===== src/rtl/twexp_pkg.sv =====
package twexp_pkg;
  typedef struct packed {
    logic load;      // capture index into shift register
    logic shift;     // move register one place right
    logic clrBorrow; // clear the serial subtractor borrow
    logic emit;      // current LSB is a valid output bit
    logic last;      // current LSB is the word's MSB
  } twexpStrobe_t;

  typedef enum logic [1:0] {
    ST_IDLE  = 2'd0,
    ST_ALIGN = 2'd1,
    ST_EMIT  = 2'd2
  } twexpState_e;
endpackage


===== src/rtl/twexp_ctrl.sv =====
module twexp_ctrl
  import twexp_pkg::*;
#(
  parameter int IDX_W = 9,
  localparam int CNT_W = $clog2(IDX_W + 1)
) (
  input  logic             clk,
  input  logic             rstN,
  input  logic             start,
  input  logic [CNT_W-1:0] stageIn,
  output twexpStrobe_t     strb
);
  localparam logic [CNT_W-1:0] LAST_IDX = CNT_W'(IDX_W - 1);

  twexpState_e stateQ;
  logic [CNT_W-1:0] cntQ;
  logic [CNT_W-1:0] shiftAmt;

  always_comb begin
    shiftAmt = (stageIn == '0) ? '0 : stageIn - 1'b1;
  end

  always_comb begin
    strb = '0;
    unique case (stateQ)
      ST_IDLE: begin
        strb.load      = start;
        strb.clrBorrow = start;
      end
      ST_ALIGN: strb.shift = 1'b1;
      ST_EMIT: begin
        strb.shift = 1'b1;
        strb.emit  = 1'b1;
        strb.last  = (cntQ == '0);
      end
      default: ;
    endcase
  end

  always_ff @(posedge clk) begin
    if (!rstN) begin
      stateQ <= ST_IDLE;
      cntQ   <= '0;
    end else begin
      unique case (stateQ)
        ST_IDLE: if (start) begin
          if (shiftAmt == '0) begin
            stateQ <= ST_EMIT;
            cntQ   <= LAST_IDX;
          end else begin
            stateQ <= ST_ALIGN;
            cntQ   <= shiftAmt - 1'b1;
          end
        end
        ST_ALIGN: begin
          if (cntQ == '0) begin
            stateQ <= ST_EMIT;
            cntQ   <= LAST_IDX;
          end else begin
            cntQ <= cntQ - 1'b1;
          end
        end
        ST_EMIT: begin
          if (cntQ == '0) stateQ <= ST_IDLE;
          else            cntQ   <= cntQ - 1'b1;
        end
        default: stateQ <= ST_IDLE;
      endcase
    end
  end
endmodule


===== src/rtl/twexp_dpath.sv =====
module twexp_dpath
  import twexp_pkg::*;
#(
  parameter int IDX_W = 9
) (
  input  logic             clk,
  input  logic             rstN,
  input  logic [IDX_W-1:0] k1In,
  input  twexpStrobe_t     strb,
  output logic             pBit,
  output logic             negBit,
  output logic             validOut,
  output logic             lastOut
);
  logic [IDX_W-1:0] idxQ;
  logic             borrowQ;

  always_ff @(posedge clk) begin
    if (!rstN) begin
      idxQ    <= '0;
      borrowQ <= 1'b0;
    end else begin
      if (strb.load)       idxQ <= k1In;
      else if (strb.shift) idxQ <= {1'b0, idxQ[IDX_W-1:1]};
      if (strb.clrBorrow)  borrowQ <= 1'b0;
      else if (strb.emit)  borrowQ <= idxQ[0] | borrowQ;
    end
  end

  // serial 0 - p: difference bit and borrow out
  always_comb begin
    pBit     = strb.emit & idxQ[0];
    negBit   = strb.emit & (idxQ[0] ^ borrowQ);
    validOut = strb.emit;
    lastOut  = strb.last;
  end
endmodule


===== src/rtl/twexp_gen.sv =====
module twexp_gen
  import twexp_pkg::*;
#(
  parameter int IDX_W = 9,
  localparam int CNT_W = $clog2(IDX_W + 1)
) (
  input  logic             clk,
  input  logic             rstN,
  input  logic             start,
  input  logic [IDX_W-1:0] k1In,
  input  logic [CNT_W-1:0] stageIn,
  output logic             pBit,
  output logic             negBit,
  output logic             validOut,
  output logic             lastOut
);
  twexpStrobe_t strb;

  twexp_ctrl #(.IDX_W(IDX_W)) i_ctrl (
    .clk(clk), .rstN(rstN), .start(start), .stageIn(stageIn), .strb(strb)
  );

  twexp_dpath #(.IDX_W(IDX_W)) i_dpath (
    .clk(clk), .rstN(rstN), .k1In(k1In), .strb(strb),
    .pBit(pBit), .negBit(negBit), .validOut(validOut), .lastOut(lastOut)
  );
endmodule


===== config.mk =====
export PLATFORM = sky130hd
export DESIGN_NAME = twexp_gen
export DESIGN_NICKNAME = d
export VERILOG_FILES = /design/src/rtl/twexp_pkg.sv /design/src/rtl/twexp_ctrl.sv /design/src/rtl/twexp_dpath.sv /design/src/rtl/twexp_gen.sv
export SDC_FILE = /design/constraint.sdc
export NUM_CORES = 1
export LEC_CHECK = 0
export BUFFER_PORTS_ARGS = -buffer_cell sky130_fd_sc_hd__buf_2
export CAP_MARGIN = 20
export CORE_MARGIN = 2
export CORE_UTILIZATION = 48
export DETAILED_ROUTE_END_ITERATION = 6
export PLACE_DENSITY = 0.74
export SETUP_SLACK_MARGIN = 0.4
export SYNTH_ARGS = -nofsm -noshare
export SYNTH_HDL_FRONTEND = slang
export SYNTH_SLANG_ARGS = --single-unit

===== constraint.sdc =====
create_clock -name clk -period 1.7 [get_ports clk]
set_clock_uncertainty 0.1 [all_clocks]
set_input_delay 0.255 -clock clk [delete_from_list [all_inputs] [get_ports clk]]
set_output_delay 0.255 -clock clk [all_outputs]
set_load 0.02 [all_outputs]

[Word level (Yosys, flattened, before mapping)]
Cells that the tools add are included.
Word-level totals
  output and inout bits: 4
  word-level logic and storage cells: 44
  bits in registers: 16
  input port bits: 16
Cells by class
  equal/unequal tests: 6
  muxes and demuxes: 16
  add/subtract/negate cells: 3
  bitwise logic cells: 5
  reduce and logical (&&, ||, !) cells: 10
Operator list (number)
  2-to-1 mux 4 bit: 5
  2-to-1 mux 9 bit: 2
  logical NOT 4 bit: 3
  case mux 4 bit (3 select lines): 1
  subtractor 4 x 1 -> 4 bit, second input constant: 3
  2-to-1 mux 2 bit: 5
  case mux 2 bit (3 select lines): 1
  AND reduction 3 bit: 2
  inequality test 2 x 1 -> 1 bit, second input constant: 2
  inequality test 2 bit, second input constant: 2
  OR reduction 2 bit: 2
  nonzero test 3 bit: 1
  bitwise AND 1 bit: 2
  == test 2 x 1 -> 1 bit, second input constant: 1
  == test 2 bit, second input constant: 1
  logical NOT 2 bit: 1
  2-to-1 mux 1 bit: 2
  nonzero test 2 bit: 1
  inverter 1 bit: 1
  bitwise OR 1 bit: 1
  bitwise XOR 1 bit: 1

[Longest topological paths before layout]
  depth after elaboration: 6
  gate-level depth with buffers: 7
  mapped depth without buffers: 6

[Cells and area by module]
From an unflattened synthesis, not the netlist that was laid out.
Second synthesis, totals
  cell total of the unflattened synthesis: 106
  area, all modules: 988.4 sq um
Modules (own cells, without submodules)
  twexp_ctrl: times used 1, sequential area each 120.1 sq um, area each 496.7 sq um, cells an instance 56
  twexp_dpath: times used 1, sequential area each 200.2 sq um, area each 491.7 sq um, cells an instance 50

[Worst setup path after synthesis]
OpenSTA, ideal clock, no wires.
  kind: register to register
  start: register i_ctrl.stateQ[0]
  end: register i_ctrl.cntQ[2]
  buffers on the path: 1
  slack: -62 ps
  arrival time: 1545 ps
  cell stages (with the launch flop): 7
  clock period less this slack: 1762 ps
  library setup time: 117 ps
  required time: 1483 ps
  cells stage by stage: dfxtp_1 inv_1 ha_1 buf_2 a211oi_4 o21ai_2 a32o_1
On the way
  word-level cells in the longest chain between the ends: 3
  elaborated cells between the ends (all ways): 8
  classes of those cells: eq/ne (4); mux (1); reduce/logical (3)
RTL lines
  start, declared: line twexp_ctrl.sv:15  | twexpState_e stateQ;
  start signal, assigned: line twexp_ctrl.sv:42  | stateQ <= ST_IDLE;
  start signal, assigned: line twexp_ctrl.sv:48  | stateQ <= ST_EMIT;
  start signal, assigned: line twexp_ctrl.sv:51  | stateQ <= ST_ALIGN;
  == test 2 bit, or another cell as far along: line twexp_ctrl.sv:45  | unique case (stateQ)
  inequality test 2 bit (no line) / nonzero test 3 bit (equally long branches)
  AND reduction 3 bit (no line)
  end signal, assigned: line twexp_ctrl.sv:52  | cntQ <= shiftAmt - 1'b1;
  end signal, assigned: line twexp_ctrl.sv:60  | cntQ <= cntQ - 1'b1;
  end signal, assigned: line twexp_ctrl.sv:65  | else cntQ <= cntQ - 1'b1;
  end, declared: line twexp_ctrl.sv:16  | logic [CNT_W-1:0] cntQ;
Parallel ways exist; a longest one is shown, timed or not.
A chain may end at the register's enable or synchronous reset.

[Worst setup path in the final report]
  start: register i_ctrl.cntQ[1]
  end: output port lastOut
On the way
  word-level cells in the longest chain between the ends: 2
RTL lines
  logical NOT 4 bit: line twexp_ctrl.sv:34  | strb.last = (cntQ == '0);
  2-to-1 mux 2 bit: line twexp_ctrl.sv:25  | unique case (stateQ)
  end, declared: line twexp_gen.sv:15  | output logic lastOut
Every way passes these cells.

==> parameters.txt <==
Parameter                              Value

Clock tree
  TritonCTS clock tree    done
  CTS Buf Count    3
  Number of H-tree levels    1
  Total clock sinks    16
  Post-cts hold buffer count    0
  Root buffer selected by CTS    sky130_fd_sc_hd__clkbuf_4
  Clock-pin slew of the registers on the worst-case setup and hold paths    0.10 ns
  CTS max path bufs    2
  Clock latency of the later-clocked register in the worst-skew pair    0.30 ns

Final layout
  Signed area change from the synthesized netlist to the final layout    54.9%
  Core Util, Final    78.7%
  Antenna diode count    0
  NumNets Final    171
  Post-route standard cell area excluding fillers    1530 um2
  Layout cell share with drive strength beyond 1    55.1%
  Combined area of the multi-input logic cells    757 um2
  Count of fill cells added during filler insertion    127
  Sequential Area    330 um2

Floorplan
  Count of boundary I/O pins    20
  Effective utilization at floorplan    50.8%
  Core area    1940 um2
  Die width    49.4 um
  Area of the die    2440 um2
  Number of placement rows    16
  Height of the chip    49.4 um

Synth
  Number of distinct library cell variants in the gate-level netlist after synthesis    37
  Post-synth design cell area    987 um2
  Async set-reset flop share out of synthesis    0%
  Post-synthesis simple-gate area fraction    15.6%
  Post-synthesis cell type with the largest combined area    sky130_fd_sc_hd__dfxtp_1
  Gate count of the mapped netlist    107
  Multiplexer share of the synthesized area    7.10%
  Mapped Avg Cell Area    9.23 um2
  Count of yosys warnings during synthesis    0
  Synth Register Bits    16
  Top-area cell type share of the netlist area    32.4%
  Adder-cell area share of the yosys netlist    8.87%
  Post-Synth XOR/XNOR Area    0%
  Synthesized-area fraction occupied by ao, oa, aoi and oai cells    31.1%
  Leading cell types by total area after synthesis    sky130_fd_sc_hd__dfxtp_1 (32%), sky130_fd_sc_hd__ha_1 (8.9%), sky130_fd_sc_hd__o211a_1 (8.1%)
  Number of flops mapped to enable cells by yosys    0
  Primary FF master, synth    sky130_fd_sc_hd__dfxtp_1
  Sequential share of the synthesized area    32.4%
  Synth Net Count    130
  Main combinational cell family by area after synthesis    compound AO/OA/AOI/OAI gates

Critical path
  Type of element launching the critical path    flop
  Critical path cell sequence    inv_2 -> ha_4 -> nor3b_4 -> and2_4 -> buf_6
  Worst flop-to-flop path endpoint    i_ctrl.cntQ[1]
  Worst setup path class    flop to output port
  Dominant delay contributor by cell family on the critical path    simple AND/OR/NAND/NOR gates
  Worst-path maximum fanout    3
  Critical Path Max Stage Delay    0.34 ns
  Slack of the worst reg-to-reg path    -0.03 ns
  Crit Reg-Reg Startpoint    i_ctrl.cntQ[0]
  Worst path arrival time    1.39 ns
  Worst path buffer plus inverter count    2
  Worst reg-to-reg path cell count    7
  Cell type of the slowest stage on the worst timing path    sky130_fd_sc_hd__dfxtp_2
  Required time reported for the critical path endpoint    1.34 ns
  Sort of element at the end of the critical path    output port

Pwr
  P per Cell Area    1510 nW/um2
  Maximum vdd drop    0.00103 V
  Power, Total    2300 uW
  Static Leakage    0.000704 uW

GRT
  Number of global-route vias before repair    902
  Largest net degree at the start of global routing    20
  Total gr overflow    0
  Antenna violations before repair    0
  Wire length of the first global-routing pass    4280 um
  Tot GR Track Use    23.2%

Timing
  Post-layout worst setup margin    -0.0478 ns
  Max Freq    0.572 GHz
  Fraction of the cycle the final worst path needs    103%
  Setup violation total in the final timing report    3
  Max-slew violation count    0
  Fin crit period    1.75 ns
  Final hold violation count    0
  Relative slew slack    76.7%
  Setup repair after global routing missed its margin    yes
  Slew at the pin with the worst max-slew slack    0.348 ns

Run status
  Failing checks    setup timing
  Run status    finished, violations left

Routing
  Routed vias    939
  Remaining design rule violation count    0
  Violation count after the first detailed-routing iteration    18
  Via/cell ratio    5.40
  Post-DR wirelength/cell    15.9 um
  Antenna-violating nets left    0
  Count of TritonRoute iterations in the first routing pass    4
  Routed wire length    2770 um

Placed design
  IO Port Bufs    19
  Area of placed instances    1180 um2
  Routability cong.    0.882
  DPL Wire Length    1490 um

Min path
  Endpoint with the worst hold slack    i_dpath.idxQ[6]
  Startpoint of the lowest-slack hold path    k1In[6]
  Cells on Worst Hold Path    2
  Path class of the lowest-slack min-delay path    primary input to flop

Flow run
  Count of max-cap constraint violations    0
[flip-flops by register name, indices dropped and copies added, names as in the netlist]
signal,count
i_ctrl.cntQ,4
i_dpath.borrowQ,1
i_dpath.idxQ,9
i_ctrl.stateQ,2
[cells in the mapped netlist (2+ instances only)]
cell                        n
sky130_fd_sc_hd__clkbuf_1   2
sky130_fd_sc_hd__o31ai_1    2
sky130_fd_sc_hd__o21a_1     3
sky130_fd_sc_hd__nor2_1     3
sky130_fd_sc_hd__buf_2      3
sky130_fd_sc_hd__nor3_1     2
sky130_fd_sc_hd__nand3b_1   2
sky130_fd_sc_hd__o21ai_1    3
sky130_fd_sc_hd__dfxtp_1   16
sky130_fd_sc_hd__ha_1       7
sky130_fd_sc_hd__a21oi_1    6
sky130_fd_sc_hd__nand2_1   10
sky130_fd_sc_hd__inv_1      7
sky130_fd_sc_hd__mux2i_1    7
sky130_fd_sc_hd__o211a_1    8
sky130_fd_sc_hd__and2_1     4
sky130_fd_sc_hd__o21ai_0    2
[through the flow]
step | setup TNS [ns] | hold slack [ns] | instances | setup WS, ns
after floorplan | 0 | 0.286 | 107 | 0.112
after global placement | 0 | 0.371 | 150 | 0.0495
after detailed placement | 0 | 0.384 | 150 | 0.00801
after CTS | -0.0628 | 0.0883 | 168 | -0.0505
after global routing | -0.328 | 0.0935 | 174 | -0.0941
final | -0.0989 | 0.0821 | 174 | -0.0478
[worst max path at each step]
| stage | from | endpoint | slack [ns] | cells past startpoint |
|---|---|---|---|---|
| finish | i_ctrl.cntQ[1] | lastOut | -0.05 | 5 |
| global placement | i_ctrl.cntQ[1] | i_ctrl.cntQ[2] | 0.05 | 6 |
| global route | i_ctrl.cntQ[1] | i_ctrl.cntQ[3] | -0.09 | 8 |
| detailed placement | i_ctrl.cntQ[1] | i_ctrl.cntQ[2] | 0.008 | 6 |
| floorplan | i_ctrl.cntQ[1] | i_ctrl.cntQ[2] | 0.11 | 6 |
| CTS | i_ctrl.cntQ[0] | i_ctrl.cntQ[2] | -0.05 | 7 |
[metal layers]
layer  up-vias  track usage [%]  wire [um]
met5         -                0          0
met4         0             11.0         87
met3         9             3.37        102
met2        24             39.4       1350
met1       433             28.6       1230
li1        473                -          -
[cell type report]
cell class / instances / area share [%]
Multi-Input combinational cell: 79 / 49.5
Timing Repair Buffer: 41 / 22.3
Sequential cell: 16 / 21.6
Clock buffer: 4 / 2.37
Tap cell: 27 / 2.21
Inverter: 7 / 2.05
[power by group]
part	internal, uW	total (uW)	switching (uW)
registers	476	560	84.0
clock network	131	263	132
logic	808	1480	672
[worst reg2reg max path, stage by stage, from the launching register on]
cell and delay [ns]:
sky130_fd_sc_hd__dfxtp_2 0.35, sky130_fd_sc_hd__inv_2 0.05, sky130_fd_sc_hd__ha_4 0.16, sky130_fd_sc_hd__nor3b_4 0.16
sky130_fd_sc_hd__buf_6 0.14, sky130_fd_sc_hd__a211oi_4 0.34, sky130_fd_sc_hd__o21ai_1 0.12, sky130_fd_sc_hd__o221a_1 0.21
[cell usage in the layout (no fill, tap or decap), types with 2 or more instances in the layout]
| cell | count |
|---|---|
| sky130_fd_sc_hd__a21oi_1 | 5 |
| sky130_fd_sc_hd__dfxtp_1 | 10 |
| sky130_fd_sc_hd__buf_4 | 14 |
| sky130_fd_sc_hd__o21ai_2 | 3 |
| sky130_fd_sc_hd__and2_4 | 3 |
| sky130_fd_sc_hd__buf_6 | 10 |
| sky130_fd_sc_hd__o21ai_0 | 2 |
| sky130_fd_sc_hd__inv_4 | 2 |
| sky130_fd_sc_hd__o31ai_1 | 2 |
| sky130_fd_sc_hd__o21a_1 | 3 |
| sky130_fd_sc_hd__nor2_4 | 2 |
| sky130_fd_sc_hd__buf_2 | 15 |
| sky130_fd_sc_hd__ha_1 | 3 |
| sky130_fd_sc_hd__a21boi_1 | 2 |
| sky130_fd_sc_hd__dfxtp_2 | 5 |
| sky130_fd_sc_hd__ha_4 | 4 |
| sky130_fd_sc_hd__nand3b_1 | 2 |
| sky130_fd_sc_hd__mux2i_1 | 7 |
| sky130_fd_sc_hd__o211a_1 | 8 |
| sky130_fd_sc_hd__nand2_1 | 8 |
| sky130_fd_sc_hd__inv_2 | 4 |
| sky130_fd_sc_hd__clkbuf_4 | 3 |
| sky130_fd_sc_hd__a211oi_4 | 2 |
[repair_timing]
action | CTS | global route
gates cloned | 1 | 0
pin swaps | 11 | 9
setup endpoints to repair | 18 | 20
resized for setup | 29 | 12
buffers inserted | 13 | 6
[kinds of logic (layout without fill, tap and decap cells)]
| group | Yosys count | after routing |
|---|---|---|
| flops | 16 | 16 |
| simple gates | 28 | 28 |
| mux | 7 | 7 |
| compound gates | 37 | 37 |
| fa+ha+maj | 7 | 7 |
| buf+inv | 12 | 52 |
Power figures use the tool's default switching activity.
